## config.mk

```make
export PLATFORM = sky130hd
export DESIGN_NAME = run_ctl_top
export DESIGN_NICKNAME = d
export VERILOG_FILES = /design/src/rtl/run_ctl_pkg.sv /design/src/rtl/run_ctl_fsm.sv /design/src/rtl/run_ctl_status.sv /design/src/rtl/run_ctl_dbg_gate.sv /design/src/rtl/run_ctl_top.sv
export SDC_FILE = /design/constraint.sdc
export NUM_CORES = 1
export LEC_CHECK = 0
export ABC_AREA = 0
export ABC_CLOCK_PERIOD_IN_PS = 1140
export BUFFER_PORTS_ARGS = -buffer_cell sky130_fd_sc_hd__buf_2
export CELL_PAD_IN_SITES_DETAIL_PLACEMENT = 0
export CELL_PAD_IN_SITES_GLOBAL_PLACEMENT = 2
export CORE_UTILIZATION = 12
export CTS_CLUSTER_DIAMETER = 60
export DETAILED_ROUTE_END_ITERATION = 6
export PLACE_DENSITY_LB_ADDON = 0.15
export SLEW_MARGIN = 20
export SYNTH_ARGS = -nofsm -noshare
export SYNTH_HDL_FRONTEND = slang
export SYNTH_HIERARCHICAL = 1
export SYNTH_SLANG_ARGS = --single-unit
```

## constraint.sdc

```tcl
create_clock -name clk -period 1.14 [get_ports clk]
set_input_delay 0.057 -clock clk [delete_from_list [all_inputs] [get_ports clk]]
set_output_delay 0.057 -clock clk [all_outputs]
set_load 0.1 [all_outputs]
```

## src/rtl/run_ctl_pkg.sv

```systemverilog
package run_ctl_pkg;

  typedef enum logic [2:0] {
    OP_OFF   = 3'd0,
    OP_RUN   = 3'd1,
    OP_HOLD  = 3'd2,
    OP_SLEEP = 3'd3,
    OP_WAIT  = 3'd4
  } op_state_e;

  // Origin of a hold; the value is the low two bits of the status code.
  typedef enum logic [1:0] {
    ORG_RUN   = 2'b00,
    ORG_WAIT  = 2'b01,
    ORG_SLEEP = 2'b10
  } hold_org_e;

  localparam logic [2:0] CODE_RUN   = 3'b000;
  localparam logic [2:0] CODE_SLEEP = 3'b010;
  localparam logic [2:0] CODE_WAIT  = 3'b001;
  localparam logic       CODE_HOLD_FLAG = 1'b1;

endpackage

```

## src/rtl/run_ctl_fsm.sv

```systemverilog
module run_ctl_fsm
  import run_ctl_pkg::*;
(
  input  logic      clk,
  input  logic      rst_n,
  input  logic      hold_req,
  input  logic      slp_cmd,
  input  logic      wt_cmd,
  input  logic      done_stb,
  input  logic      wake_evt,
  output op_state_e state_q,
  output hold_org_e org_q
);

  op_state_e state_d;
  hold_org_e org_d;
  logic      st_en;
  logic      org_en;

  // Next-state logic: a hold request beats every other input.
  always_comb begin
    state_d = state_q;
    org_d   = org_q;
    unique case (state_q)
      OP_OFF: state_d = OP_RUN;
      OP_RUN: begin
        if (hold_req) begin
          state_d = OP_HOLD;
          org_d   = ORG_RUN;
        end else if (slp_cmd) begin
          state_d = OP_SLEEP;
        end else if (wt_cmd) begin
          state_d = OP_WAIT;
        end
      end
      OP_SLEEP: begin
        if (hold_req) begin
          state_d = OP_HOLD;
          org_d   = ORG_SLEEP;
        end else if (wake_evt) begin
          state_d = OP_RUN;
        end
      end
      OP_WAIT: begin
        if (hold_req) begin
          state_d = OP_HOLD;
          org_d   = ORG_WAIT;
        end else if (done_stb) begin
          state_d = OP_RUN;
        end
      end
      OP_HOLD: begin
        if (!hold_req) state_d = OP_RUN;
      end
      default: state_d = OP_OFF;
    endcase
  end

  assign st_en  = (state_d != state_q);
  assign org_en = (org_d != org_q);

  always_ff @(posedge clk or negedge rst_n) begin
    if (!rst_n) begin
      state_q <= OP_OFF;
    end else if (st_en) begin
      state_q <= state_d;
    end
  end

  always_ff @(posedge clk or negedge rst_n) begin
    if (!rst_n) begin
      org_q <= ORG_RUN;
    end else if (org_en) begin
      org_q <= org_d;
    end
  end

endmodule

```

## src/rtl/run_ctl_status.sv

```systemverilog
module run_ctl_status
  import run_ctl_pkg::*;
(
  input  op_state_e   state_q,
  input  hold_org_e   org_q,
  output logic [2:0]  code,
  output logic        run_en,
  output logic        hold_active
);

  always_comb begin
    code        = CODE_RUN;
    run_en      = 1'b0;
    hold_active = 1'b0;
    unique case (state_q)
      OP_RUN: begin
        code   = CODE_RUN;
        run_en = 1'b1;
      end
      OP_SLEEP: code = CODE_SLEEP;
      OP_WAIT:  code = CODE_WAIT;
      OP_HOLD: begin
        code        = {CODE_HOLD_FLAG, org_q};
        hold_active = 1'b1;
      end
      default: code = CODE_RUN;
    endcase
  end

endmodule

```

## src/rtl/run_ctl_dbg_gate.sv

```systemverilog
module run_ctl_dbg_gate #(
  parameter int AW = 12,
  parameter int DW = 32
) (
  input  logic          clk,
  input  logic          rst_n,
  input  logic          grant_en,
  input  logic          dbg_req,
  input  logic          dbg_we,
  input  logic [AW-1:0] dbg_addr,
  input  logic [DW-1:0] dbg_wdata,
  output logic          mem_req,
  output logic          mem_we,
  output logic [AW-1:0] mem_addr,
  output logic [DW-1:0] mem_wdata,
  output logic          dbg_err
);

  logic err_d;
  logic err_q;

  assign mem_req   = dbg_req & grant_en;
  assign mem_we    = dbg_we & mem_req;
  assign mem_addr  = mem_req ? dbg_addr : '0;
  assign mem_wdata = mem_req ? dbg_wdata : '0;

  assign err_d = dbg_req & ~grant_en;

  always_ff @(posedge clk or negedge rst_n) begin
    if (!rst_n) begin
      err_q <= 1'b0;
    end else begin
      err_q <= err_d;
    end
  end

  assign dbg_err = err_q;

endmodule

```

## src/rtl/run_ctl_top.sv

```systemverilog
module run_ctl_top
  import run_ctl_pkg::*;
#(
  parameter int AW = 12,
  parameter int DW = 32
) (
  input  logic          clk,
  input  logic          rst_n,
  input  logic          hold_req,
  input  logic          slp_cmd,
  input  logic          wt_cmd,
  input  logic          done_stb,
  input  logic          wake_evt,
  input  logic          dbg_req,
  input  logic          dbg_we,
  input  logic [AW-1:0] dbg_addr,
  input  logic [DW-1:0] dbg_wdata,
  output logic          core_run_en,
  output logic [2:0]    state_code,
  output logic          mem_req,
  output logic          mem_we,
  output logic [AW-1:0] mem_addr,
  output logic [DW-1:0] mem_wdata,
  output logic          dbg_err
);

  op_state_e state_q;
  hold_org_e org_q;
  logic      hold_active;

  run_ctl_fsm u_fsm (
    .clk      (clk),
    .rst_n    (rst_n),
    .hold_req (hold_req),
    .slp_cmd  (slp_cmd),
    .wt_cmd   (wt_cmd),
    .done_stb (done_stb),
    .wake_evt (wake_evt),
    .state_q  (state_q),
    .org_q    (org_q)
  );

  run_ctl_status u_status (
    .state_q     (state_q),
    .org_q       (org_q),
    .code        (state_code),
    .run_en      (core_run_en),
    .hold_active (hold_active)
  );

  run_ctl_dbg_gate #(
    .AW (AW),
    .DW (DW)
  ) u_gate (
    .clk       (clk),
    .rst_n     (rst_n),
    .grant_en  (hold_active),
    .dbg_req   (dbg_req),
    .dbg_we    (dbg_we),
    .dbg_addr  (dbg_addr),
    .dbg_wdata (dbg_wdata),
    .mem_req   (mem_req),
    .mem_we    (mem_we),
    .mem_addr  (mem_addr),
    .mem_wdata (mem_wdata),
    .dbg_err   (dbg_err)
  );

endmodule

```

* After elaboration in Yosys (flattened, before gate mapping) *
Index checks and enable logic that the tools add are counted.

word-level totals
  input bits = 53
  RAM bits = 0
  output and inout bits = 51
  ROM bits = 0
  memories = 0
  bits in latches = 0
  logic and storage cells = 32
  register bits = 6

cells by class
  div/mod/pow operators = 0
  bitwise operators = 4
  reductions and logical operators = 1
  eq/ne operators = 6
  $lt $le $gt $ge = 0
  shift-type cells = 0
  muxes and demuxes = 18
  $add $sub $neg = 0
  multiply operators = 0

operators with widths
  kind                                                 count
  two-way mux 32 bit                                   1
  two-way mux 3 bit                                    8
  one-hot mux 3 bit (5 select lines)                   1
  two-way mux 12 bit                                   1
  one-hot mux 3 bit (3 select lines)                   1
  equality test 3 x 2 -> 1 bit, second input constant  2
  two-way mux 2 bit                                    3
  one-hot mux 2 bit (3 select lines)                   1
  bitwise AND 1 bit                                    3
  equality test 3 x 1 -> 1 bit, second input constant  1
  equality test 3 bit, second input constant           1
  zero test 3 bit                                      1
  != test 3 bit                                        1
  two-way mux 1 bit                                    2
  != test 2 bit                                        1
  NOT 1 bit                                            1

* Logic depth before layout (Yosys ltp) *
Gate-level depths: netlist (run 1).

  word-level depth = 5
  gate-level depth with buffers = 5

* By module *
The synthesis (run 1) kept the hierarchy.

modules (own cells, without submodules)
  module            area each (µm²)  cells each  times used  seq. area each (µm²)
  run_ctl_dbg_gate  417.9            58          1           25.0
  run_ctl_fsm       296.5            32          1           125.1
  run_ctl_status    47.5             9           1           0.0

* Worst setup path before layout (run 1) *
OpenSTA, ideal clock, no wires.

  path type = reg-to-output
  start = reg u_fsm.state_q[0]
  end = out core_run_en
  data arrival time = 2.714 ns
  stages on the path, launching flop included = 2
  required time = 1.083 ns
  buffers on the path = 0
  setup slack = -1.631 ns
  path through = dfrtp_1 nor3b_1

on the way
  longest elaborated chain between the ends = 2

ends and longest elaborated chain
  element                       RTL line              RTL
  start, declared               run_ctl_fsm.sv:11     output op_state_e state_q,
  start signal, assigned        run_ctl_fsm.sv:66     state_q <= state_d;
  equality test 3 x 1 -> 1 bit  run_ctl_status.sv:15  unique case (state_q)
  two-way mux 1 bit             run_ctl_status.sv:15
  end, declared                 run_ctl_top.sv:18     output logic core_run_en,

No other way between the ends.

* Final worst setup path (run 1) *
  start = reg u_fsm.state_q[2]
  end = out mem_wdata[26]

on the way
  longest elaborated chain between the ends = 4

ends and longest elaborated chain
  element                       RTL line                RTL
  equality test 3 x 2 -> 1 bit  run_ctl_status.sv:15
  two-way mux 1 bit             run_ctl_status.sv:15
  net hold_active               run_ctl_top.sv:29       logic hold_active;
  bitwise AND 1 bit             run_ctl_dbg_gate.sv:22  assign mem_req = dbg_req & grant_en;
  two-way mux 32 bit            run_ctl_dbg_gate.sv:25  assign mem_wdata = mem_req ? dbg_wdata : '0;
  end, declared                 run_ctl_top.sv:23       output logic [DW-1:0] mem_wdata,

The timed path passes the listed nets, and every way through them passes these cells.

==> results of run 1 <==
routing by layer:
metal,global-route usage [%],vias to the layer above,routed length [um]
li1,-,565,-
met1,11.6,512,1380
met2,20.8,57,2020
met3,1.56,0,296
met4,1.58,0,0
met5,0,-,0
what timing repair did:
action | CTS | global route
endpoints found under the hold margin | 6 | 0
setup endpoints to repair | 53 | 52
resized for setup | 7 | 9
hold buffers | 1 | 0
setup buffers | 1 | 5
cloned | 0 | 0
pin swaps | 16 | 15
layout make-up:
type | count | share of cell area, %
clock buffers | 4 | 1.76
inverters | 3 | 0.441
multi-input cells | 78 | 31.5
flip-flops and latches | 6 | 5.98
well taps | 75 | 3.68
repair buffers | 115 | 56.7
sequential cells by signal (all words and copies together) (netlist names):
register,flops
u_fsm/org_q,2
u_fsm/state_q,3
u_gate/dbg_err,1
synth_stat cells (all sizes together):
| cell type | n | area [um^2] |
|---|---|---|
| a21oi | 4 | 20.0 |
| nand2b | 2 | 12.5 |
| and2 | 1 | 6.26 |
| nor2 | 5 | 18.8 |
| dfrtp | 6 | 150 |
| nor2b | 4 | 35.0 |
| nand3b | 1 | 7.51 |
| and2b | 1 | 7.51 |
| nand3 | 1 | 5.00 |
| a21o | 1 | 7.51 |
| nor3b | 3 | 22.5 |
| a31oi | 1 | 6.26 |
| clkbuf | 2 | 8.75 |
| o211ai | 1 | 7.51 |
| and3 | 45 | 282 |
| o21ai | 5 | 25.0 |
| inv | 3 | 11.3 |
| xor2 | 1 | 8.76 |
| buf | 10 | 105 |
| nor3 | 2 | 15.0 |
through the flow:
step | power, mW | util (%) | setup WS [ns] | hold slack, ns
global route | 4.43 | 42.4 | -0.460 | 0.157
detailed placement | 3.86 | 39.8 | -0.160 | -0.109
floorplan | 2.69 | - | -0.278 | -0.239
finish | 4.28 | 42.4 | -0.386 | 0.144
global placement | 3.84 | 39.8 | -0.146 | -0.110
CTS | 4.30 | 41.3 | -0.397 | 0.105
where the power goes:
part	switching (mW)	internal, mW	leakage (nW)
logic	2.22	1.37	1.00
clock network	0.0943	0.241	0.0228
registers	0.0711	0.282	0.0716
total	2.39	1.90	1.10
critical path, cell delays in order, from the launching register on:
cell and delay [ns]:
dfrtp_1 0.37, nand2b_4 0.15, nor2_4 0.09, buf_12 0.22, and3_4 0.23, buf_12 0.17
cells by family after synthesis:
kind of cell / share of synthesized area (%)
AND/OR/NAND/NOR: 54.0
flip-flops: 19.7
AO/OA/AOI/OAI: 8.70
XOR/XNOR: 1.15
buffers and inverters: 16.4
worst max-delay path by stage:
stage                                to  slack (ns)        startpoint
after global routing        mem_addr[8]       -0.46  u_fsm/state_q[2]
after CTS                 mem_wdata[26]       -0.40  u_fsm/state_q[2]
final                     mem_wdata[26]       -0.39  u_fsm/state_q[2]
after detailed placement  mem_wdata[26]       -0.16  u_fsm/state_q[2]
after global placement    mem_wdata[23]       -0.15  u_fsm/state_q[2]
after floorplan             core_run_en       -0.28  u_fsm/state_q[0]
==> flow_summary.rst, run 1 <==
.. list-table::
   :header-rows: 1

   * - Metric
     - Value
   * - First-pass GRT wire length
     - 5.39 mm
   * - Most used cells in the layout excluding fill and tap cells
     - 55 x buf_12, 52 x buf_2, 45 x and3_4
   * - Overall overflow remaining after global route
     - 0
   * - Number of antenna violations at the first check in global routing
     - 0
   * - Setup Viol. Count Final
     - 53
   * - Minimum clock period
     - 1.53 ns
   * - Setup repair after global routing missed its margin
     - yes
   * - N_diodes
     - 0
   * - Net total in the final layout
     - 260
   * - Maximum buffer depth of the clock tree
     - 2
   * - Area of the multi-input gates
     - 803 um^2
   * - Sequential cell area
     - 153 um^2
   * - Classification of the worst-slack hold path
     - in2reg
   * - Critical path endpoint category
     - output pin
   * - Initial DRC count
     - 8
   * - Reg-to-Reg Start
     - u_fsm/state_q[2]
   * - Worst clock skew
     - 0.00336 ns
   * - Critical path arrival
     - 1.47 ns
   * - Number of stages on the worst hold path
     - 2
   * - Slew at the pin with the worst max-slew slack
     - 0.242 ns
   * - Horizontal die dimension
     - 81.7 um
   * - Number of buffer cells added on primary ports
     - 103
   * - Final critical-path share of the clock period
     - 134%
   * - Area of the die
     - 6670 um^2
   * - Cells after Synth
     - 99
   * - RD Place Congestion
     - 0.696
   * - Worst Reg2Reg Path Length in Cells
     - 7
   * - Nature of the critical path startpoint
     - flip-flop
   * - Mean area per synthesized cell
     - 7.70 um^2
   * - Leak pwr
     - 1.10 nW
   * - Result of the run
     - finished, violations left
   * - Power Density
     - 1680 nW/um^2
   * - Data required time at the worst endpoint
     - 1.08 ns
   * - DRC errors left
     - 0
   * - Area of the core
     - 6030 um^2
   * - Reported max-cap violation count
     - 0
   * - Origin of the worst min-delay path
     - hold_req
   * - Number of search-and-repair iterations in the first detailed-routing pass
     - 2
   * - Number of warnings issued by yosys
     - 6
   * - Vias in the first global route
     - 1,063
   * - Violations in the final reports
     - setup timing
   * - Signed area change from the synthesized netlist to the final layout
     - 235%
   * - Number of vias after detailed routing
     - 1,134
   * - Worst IR Drop VDD
     - 0.000638 V
   * - Total nets after synthesis
     - 152
   * - Clock transition at the register clock pins on the worst setup and hold paths after CTS
     - 0.04 ns
   * - Summed instance area of the synthesized netlist
     - 762 um^2
   * - Worst Setup Slack, final
     - -0.386 ns
   * - Setup TNS
     - -18.48 ns
   * - Slew HR
     - 83.8%
   * - Worst-path maximum fanout
     - 47
   * - Largest net degree at the start of global routing
     - 48
   * - Post-DP HPWL
     - 3.10 mm
   * - Starting utilization of the core area
     - 12.6%
   * - Sequential share of the synthesized area
     - 19.7%
   * - Total length of routed wires
     - 3.70 mm
   * - Setup slack of the worst register-to-register path
     - -0.23 ns
   * - Total GRT Usage
     - 10.4%
   * - Number of flip-flops and latches in the synthesized netlist
     - 6
   * - Capture instance of the worst register-to-register path
     - u_fsm/state_q[2]
   * - Final Instance Count excl. Fillers
     - 281
   * - Fraction of layout cells with a size suffix above 1
     - 87.9%
   * - Top Ports
     - 104
   * - Root Driver
     - clkbuf_8
   * - Non-Filler Cell Area, Final
     - 2550 um^2
   * - Detail Route Antenna Nets
     - 0
   * - # H-tree levels
     - 1
   * - Commonest non-fill, non-tap cell in the layout
     - buf_12
   * - CTS tree
     - yes
   * - Later-pin clock latency in the skew report
     - 0.22 ns
   * - Count of distinct cell types in the synthesized netlist
     - 26
   * - Final Max Slew Viols
     - 0
   * - Worst min-delay path endpoint
     - u_fsm/state_q[2]
   * - Final hold violation count
     - 0
   * - Site row count
     - 28
   * - Critical path class
     - reg2out
   * - Clock buffer count from CTS
     - 3
   * - DP Cell Count
     - 272
   * - Placement Cell Area
     - 2400 um^2
   * - Vertical extent of the die
     - 81.7 um
   * - Clock Sink Count
     - 6
   * - Mean routed wirelength per cell
     - 13.1 um
   * - Top achievable clock speed
     - 656 MHz
   * - Vias per cell
     - 4.04
   * - Fillcell total
     - 556
Note: power is estimated with default switching activity, not from simulation.
==> inputs of run 2 (changes only) <==
Settings changed: BUFFER_PORTS_ARGS -buffer_cell sky130_fd_sc_hd__buf_2 to default, CORE_UTILIZATION 12 to 22, DONT_BUFFER_PORTS from default to 1, SYNTH_HIERARCHICAL 1 to default.
==> flow_summary.rst, run 2 <==
.. list-table::
   :header-rows: 1

   * - Metric
     - Value
   * - Most frequent cell after synthesis
     - and3_1 (unchanged)
   * - Worst setup startpoint
     - u_fsm.state_q[2] (was u_fsm/state_q[2])
   * - Worst-path maximum fanout
     - 7 (was 47)
   * - Clock buffer count from CTS
     - 3 (unchanged)
   * - DRC errors left
     - 0 (unchanged)
   * - Worst IR Drop VDD
     - 0.00198 V (was 0.000638 V)
   * - Critical path endpoint category
     - output pin (unchanged)
   * - Area of the core
     - 3050 um^2 (was 6030 um^2)
   * - Top achievable clock speed
     - 620 MHz (was 656 MHz)
   * - Total GRT Usage
     - 19.5% (was 10.4%)
   * - Nature of the critical path startpoint
     - flip-flop (unchanged)
   * - Number of antenna violations at the first check in global routing
     - 0 (unchanged)
   * - Sequential share of power
     - 6.6% (was 8.2%)
   * - Vertical extent of the die
     - 58.9 um (was 81.7 um)
   * - Critical path arrival
     - 1.56 ns (was 1.47 ns)
   * - Cell types with the highest counts after synthesis
     - 45 x and3_1, 6 x clkbuf_1, 6 x dfrtp_1 (was 45 x and3_1, 8 x buf_6, 6 x dfrtp_1)
   * - Sequential share of the synthesized area
     - 21.1% (was 19.7%)
   * - Signed area change from the synthesized netlist to the final layout
     - 210% (was 235%)
   * - Area of the die
     - 3470 um^2 (was 6670 um^2)
   * - Vias in the first global route
     - 952 (was 1,063)
   * - Mean routed wirelength per cell
     - 18.2 um (was 13.1 um)
   * - Switching power
     - 2.94 mW (was 2.39 mW)
   * - Leak pwr
     - 0.891 nW (was 1.10 nW)
   * - Number of synthesized flops with an enable pin
     - 0 (unchanged)
   * - Summed instance area of the synthesized netlist
     - 713 um^2 (was 762 um^2)
   * - Later-pin clock latency in the skew report
     - 0.25 ns (was 0.22 ns)
   * - Fraction of layout cells with a size suffix above 1
     - 80.5% (was 87.9%)
   * - Top Ports
     - 104 (unchanged)
   * - Number of warnings issued by yosys
     - 0 (was 6)
   * - Root Driver
     - clkbuf_4 (was clkbuf_8)
   * - Share of Yosys cell area claimed by the top area cell type
     - 39.5% (was 36.9%)
   * - Power Density
     - 2370 nW/um^2 (was 1680 nW/um^2)
   * - Async SR Flop Fraction
     - 100% (unchanged)
   * - Initial DRC count
     - 27 (was 8)
   * - Setup TNS
     - -22.08 ns (was -18.48 ns)
   * - Count of distinct cell types in the synthesized netlist
     - 24 (was 26)
   * - Clock Sink Count
     - 6 (unchanged)
   * - Reg-to-Reg Start
     - u_fsm.state_q[0] (was u_fsm/state_q[2])
   * - # H-tree levels
     - 1 (unchanged)
   * - Total length of routed wires
     - 3.61 mm (was 3.70 mm)
   * - N_diodes
     - 0 (unchanged)
   * - Number of vias after detailed routing
     - 967 (was 1,134)
   * - Clock transition at the register clock pins on the worst setup and hold paths after CTS
     - 0.04 ns (about the same)
   * - Comb power frac
     - 89.7% (was 83.9%)
   * - Number of search-and-repair iterations in the first detailed-routing pass
     - 2 (unchanged)
   * - Largest reg by FF count
     - u_fsm.state_q (was u_fsm/state_q)
   * - Data required time at the worst endpoint
     - 1.08 ns (about the same)
   * - Setup repair after global routing missed its margin
     - yes (unchanged)
   * - Violations in the final reports
     - setup timing (unchanged)
   * - Vias per cell
     - 4.88 (was 4.04)
   * - Power Internal
     - 2.30 mW (was 1.90 mW)
   * - Leading register cell type out of synthesis
     - dfrtp_1 (unchanged)
   * - Slew at the pin with the worst max-slew slack
     - 0.291 ns (was 0.242 ns)
   * - Reported max-cap violation count
     - 0 (unchanged)
   * - Final hold violation count
     - 0 (unchanged)
   * - Classification of the worst-slack hold path
     - in2reg (unchanged)
   * - Worst clock skew
     - 0.000570 ns (was 0.00336 ns)
   * - Site row count
     - 20 (was 28)
   * - Total nets after synthesis
     - 150 (was 152)
   * - Result of the run
     - finished, violations left (unchanged)
   * - Largest net degree at the start of global routing
     - 48 (unchanged)
   * - Share of total power consumed by net switching
     - 56.1% (was 55.7%)
   * - RD Place Congestion
     - 0.696 (about the same)
   * - Setup slack after placement
     - -0.235 ns (was -0.160 ns)
   * - Worst hold-check slack
     - 0.0370 ns (was 0.144 ns)
   * - First-pass GRT wire length
     - 5.12 mm (was 5.39 mm)
   * - Starting utilization of the core area
     - 23.4% (was 12.6%)
   * - Critical path class
     - reg2out (unchanged)
   * - Overall overflow remaining after global route
     - 0 (unchanged)
   * - CTS tree
     - yes (unchanged)
   * - Most area-hungry cell type in the Yosys netlist
     - and3_1 (unchanged)
   * - Commonest non-fill, non-tap cell in the layout
     - buf_12 (unchanged)
   * - Mean area per synthesized cell
     - 7.35 um^2 (was 7.70 um^2)
   * - Number of flip-flops in the largest register
     - 3 (unchanged)
   * - Detail Route Antenna Nets
     - 0 (unchanged)
   * - Origin of the worst min-delay path
     - hold_req (unchanged)
   * - Worst Setup Slack, final
     - -0.474 ns (was -0.386 ns)
   * - Setup Viol. Count Final
     - 55 (was 53)
   * - Minimum clock period
     - 1.61 ns (was 1.53 ns)
   * - Number of buffer cells added on primary ports
     - 0 (was 103)
   * - Post-DP HPWL
     - 2.64 mm (was 3.10 mm)
   * - Part of the total power dissipated in the clock network
     - 3.8% (was 7.8%)
   * - Horizontal die dimension
     - 58.9 um (was 81.7 um)
   * - Final core area utilization
     - 72.3% (was 42.4%)
   * - Maximum buffer depth of the clock tree
     - 2 (unchanged)
   * - Final Max Slew Viols
     - 0 (unchanged)
   * - Net total in the final layout
     - 209 (was 260)
   * - Slew HR
     - 80.6% (was 83.8%)
   * - Final critical-path share of the clock period
     - 142% (was 134%)
   * - Cells after Synth
     - 97 (was 99)
   * - Most used cells in the layout excluding fill and tap cells
     - 49 x buf_12, 45 x and3_4, 6 x buf_6, 6 x buf_4, 6 x dfrtp_1 (was 55 x buf_12, 52 x buf_2, 45 x and3_4)
   * - Largest cells by area after synthesis
     - and3_1 39%, dfrtp_1 21%, clkbuf_1 3.2% (was and3_1 37%, dfrtp_1 20%, buf_6 12%)
   * - Number of flip-flops and latches in the synthesized netlist
     - 6 (unchanged)
-- run 2: changes by cell type after synthesis, sizes merged, moves of 2 or more --
cell    previous run  this run
clkbuf             2         6
a21oi              4         2
o21ai              5         2
buf               10         7
-- run 2: logic make-up after synthesis --
group                  synth area share [%]
muxes                                  1.40
buffers and inverters                  11.2
AOI/OAI and AO/OA                      8.07
and+or+nand+nor                        58.2
DFF                                    21.1
-- run 2: critical path, stage by stage (launching register included) --
cell	delay, ns
dfrtp_1	0.40
nor3b_4	0.22
buf_6	0.17
clkbuf_16	0.15
and3_4	0.20
buf_12	0.17
-- run 2: power groups by stage --
stage               sequential, mW  clock, mW  combinational [mW]
global route                 0.353      0.220                4.84
detailed placement           0.345          0                4.21
finish                       0.344      0.198                4.69
CTS                          0.346      0.207                4.56
global placement             0.343          0                4.16
floorplan                    0.399          0                2.94
-- run 2: cell type report --
class / instances / area [um^2]
fillers: 222 / 845
multi-input cells: 75 / 778
clock buffers: 3 / 22.5
well taps: 44 / 55.1
flip-flops and latches: 6 / 150
repair buffers: 67 / 1190
inverters: 3 / 11.3
-- run 2: path summary, 6_finish.rpt --
kind	slack [ns]	to	cells after the start
max	-0.47	mem_wdata[26]	5
min	0.04	u_fsm.state_q[0]	2
max reg2reg	-0.16	u_fsm.state_q[1]	4
min reg2reg	0.55	u_fsm.org_q[0]	2
max in group asynchronous	0.81	u_fsm.state_q[1]	1
min in group asynchronous	0.12	u_fsm.org_q[1]	1
-- run 2: timing repair --
item                                   CTS  global route
cloned                                   2             1
hold buffers                             3             0
buffers inserted                         3             2
pin swaps                                6             9
resized for setup                       13             5
endpoints found under the hold margin    8             0
setup endpoints to repair               54            55
-- run 2: per-layer routing --
layer  part of all wire (%)  wire (um)  global-route usage, %  vias up
met1                     37       1320                   22.7      447
met5                      0          0                      0        -
met3                    7.7        277                   4.62        3
li1                       -          -                      -      467
met4                   0.69         25                   5.10        0
met2                     55       1980                   35.4       50
-- run 2: metrics by stage --
stage               instances  instance area [um^2]  total power, mW
finish                    198                  2210             5.24
CTS                       196                  2160             5.12
global route              198                  2210             5.41
global placement          185                  2010             4.51
floorplan                  97                  1010             3.34
detailed placement        185                  2010             4.55
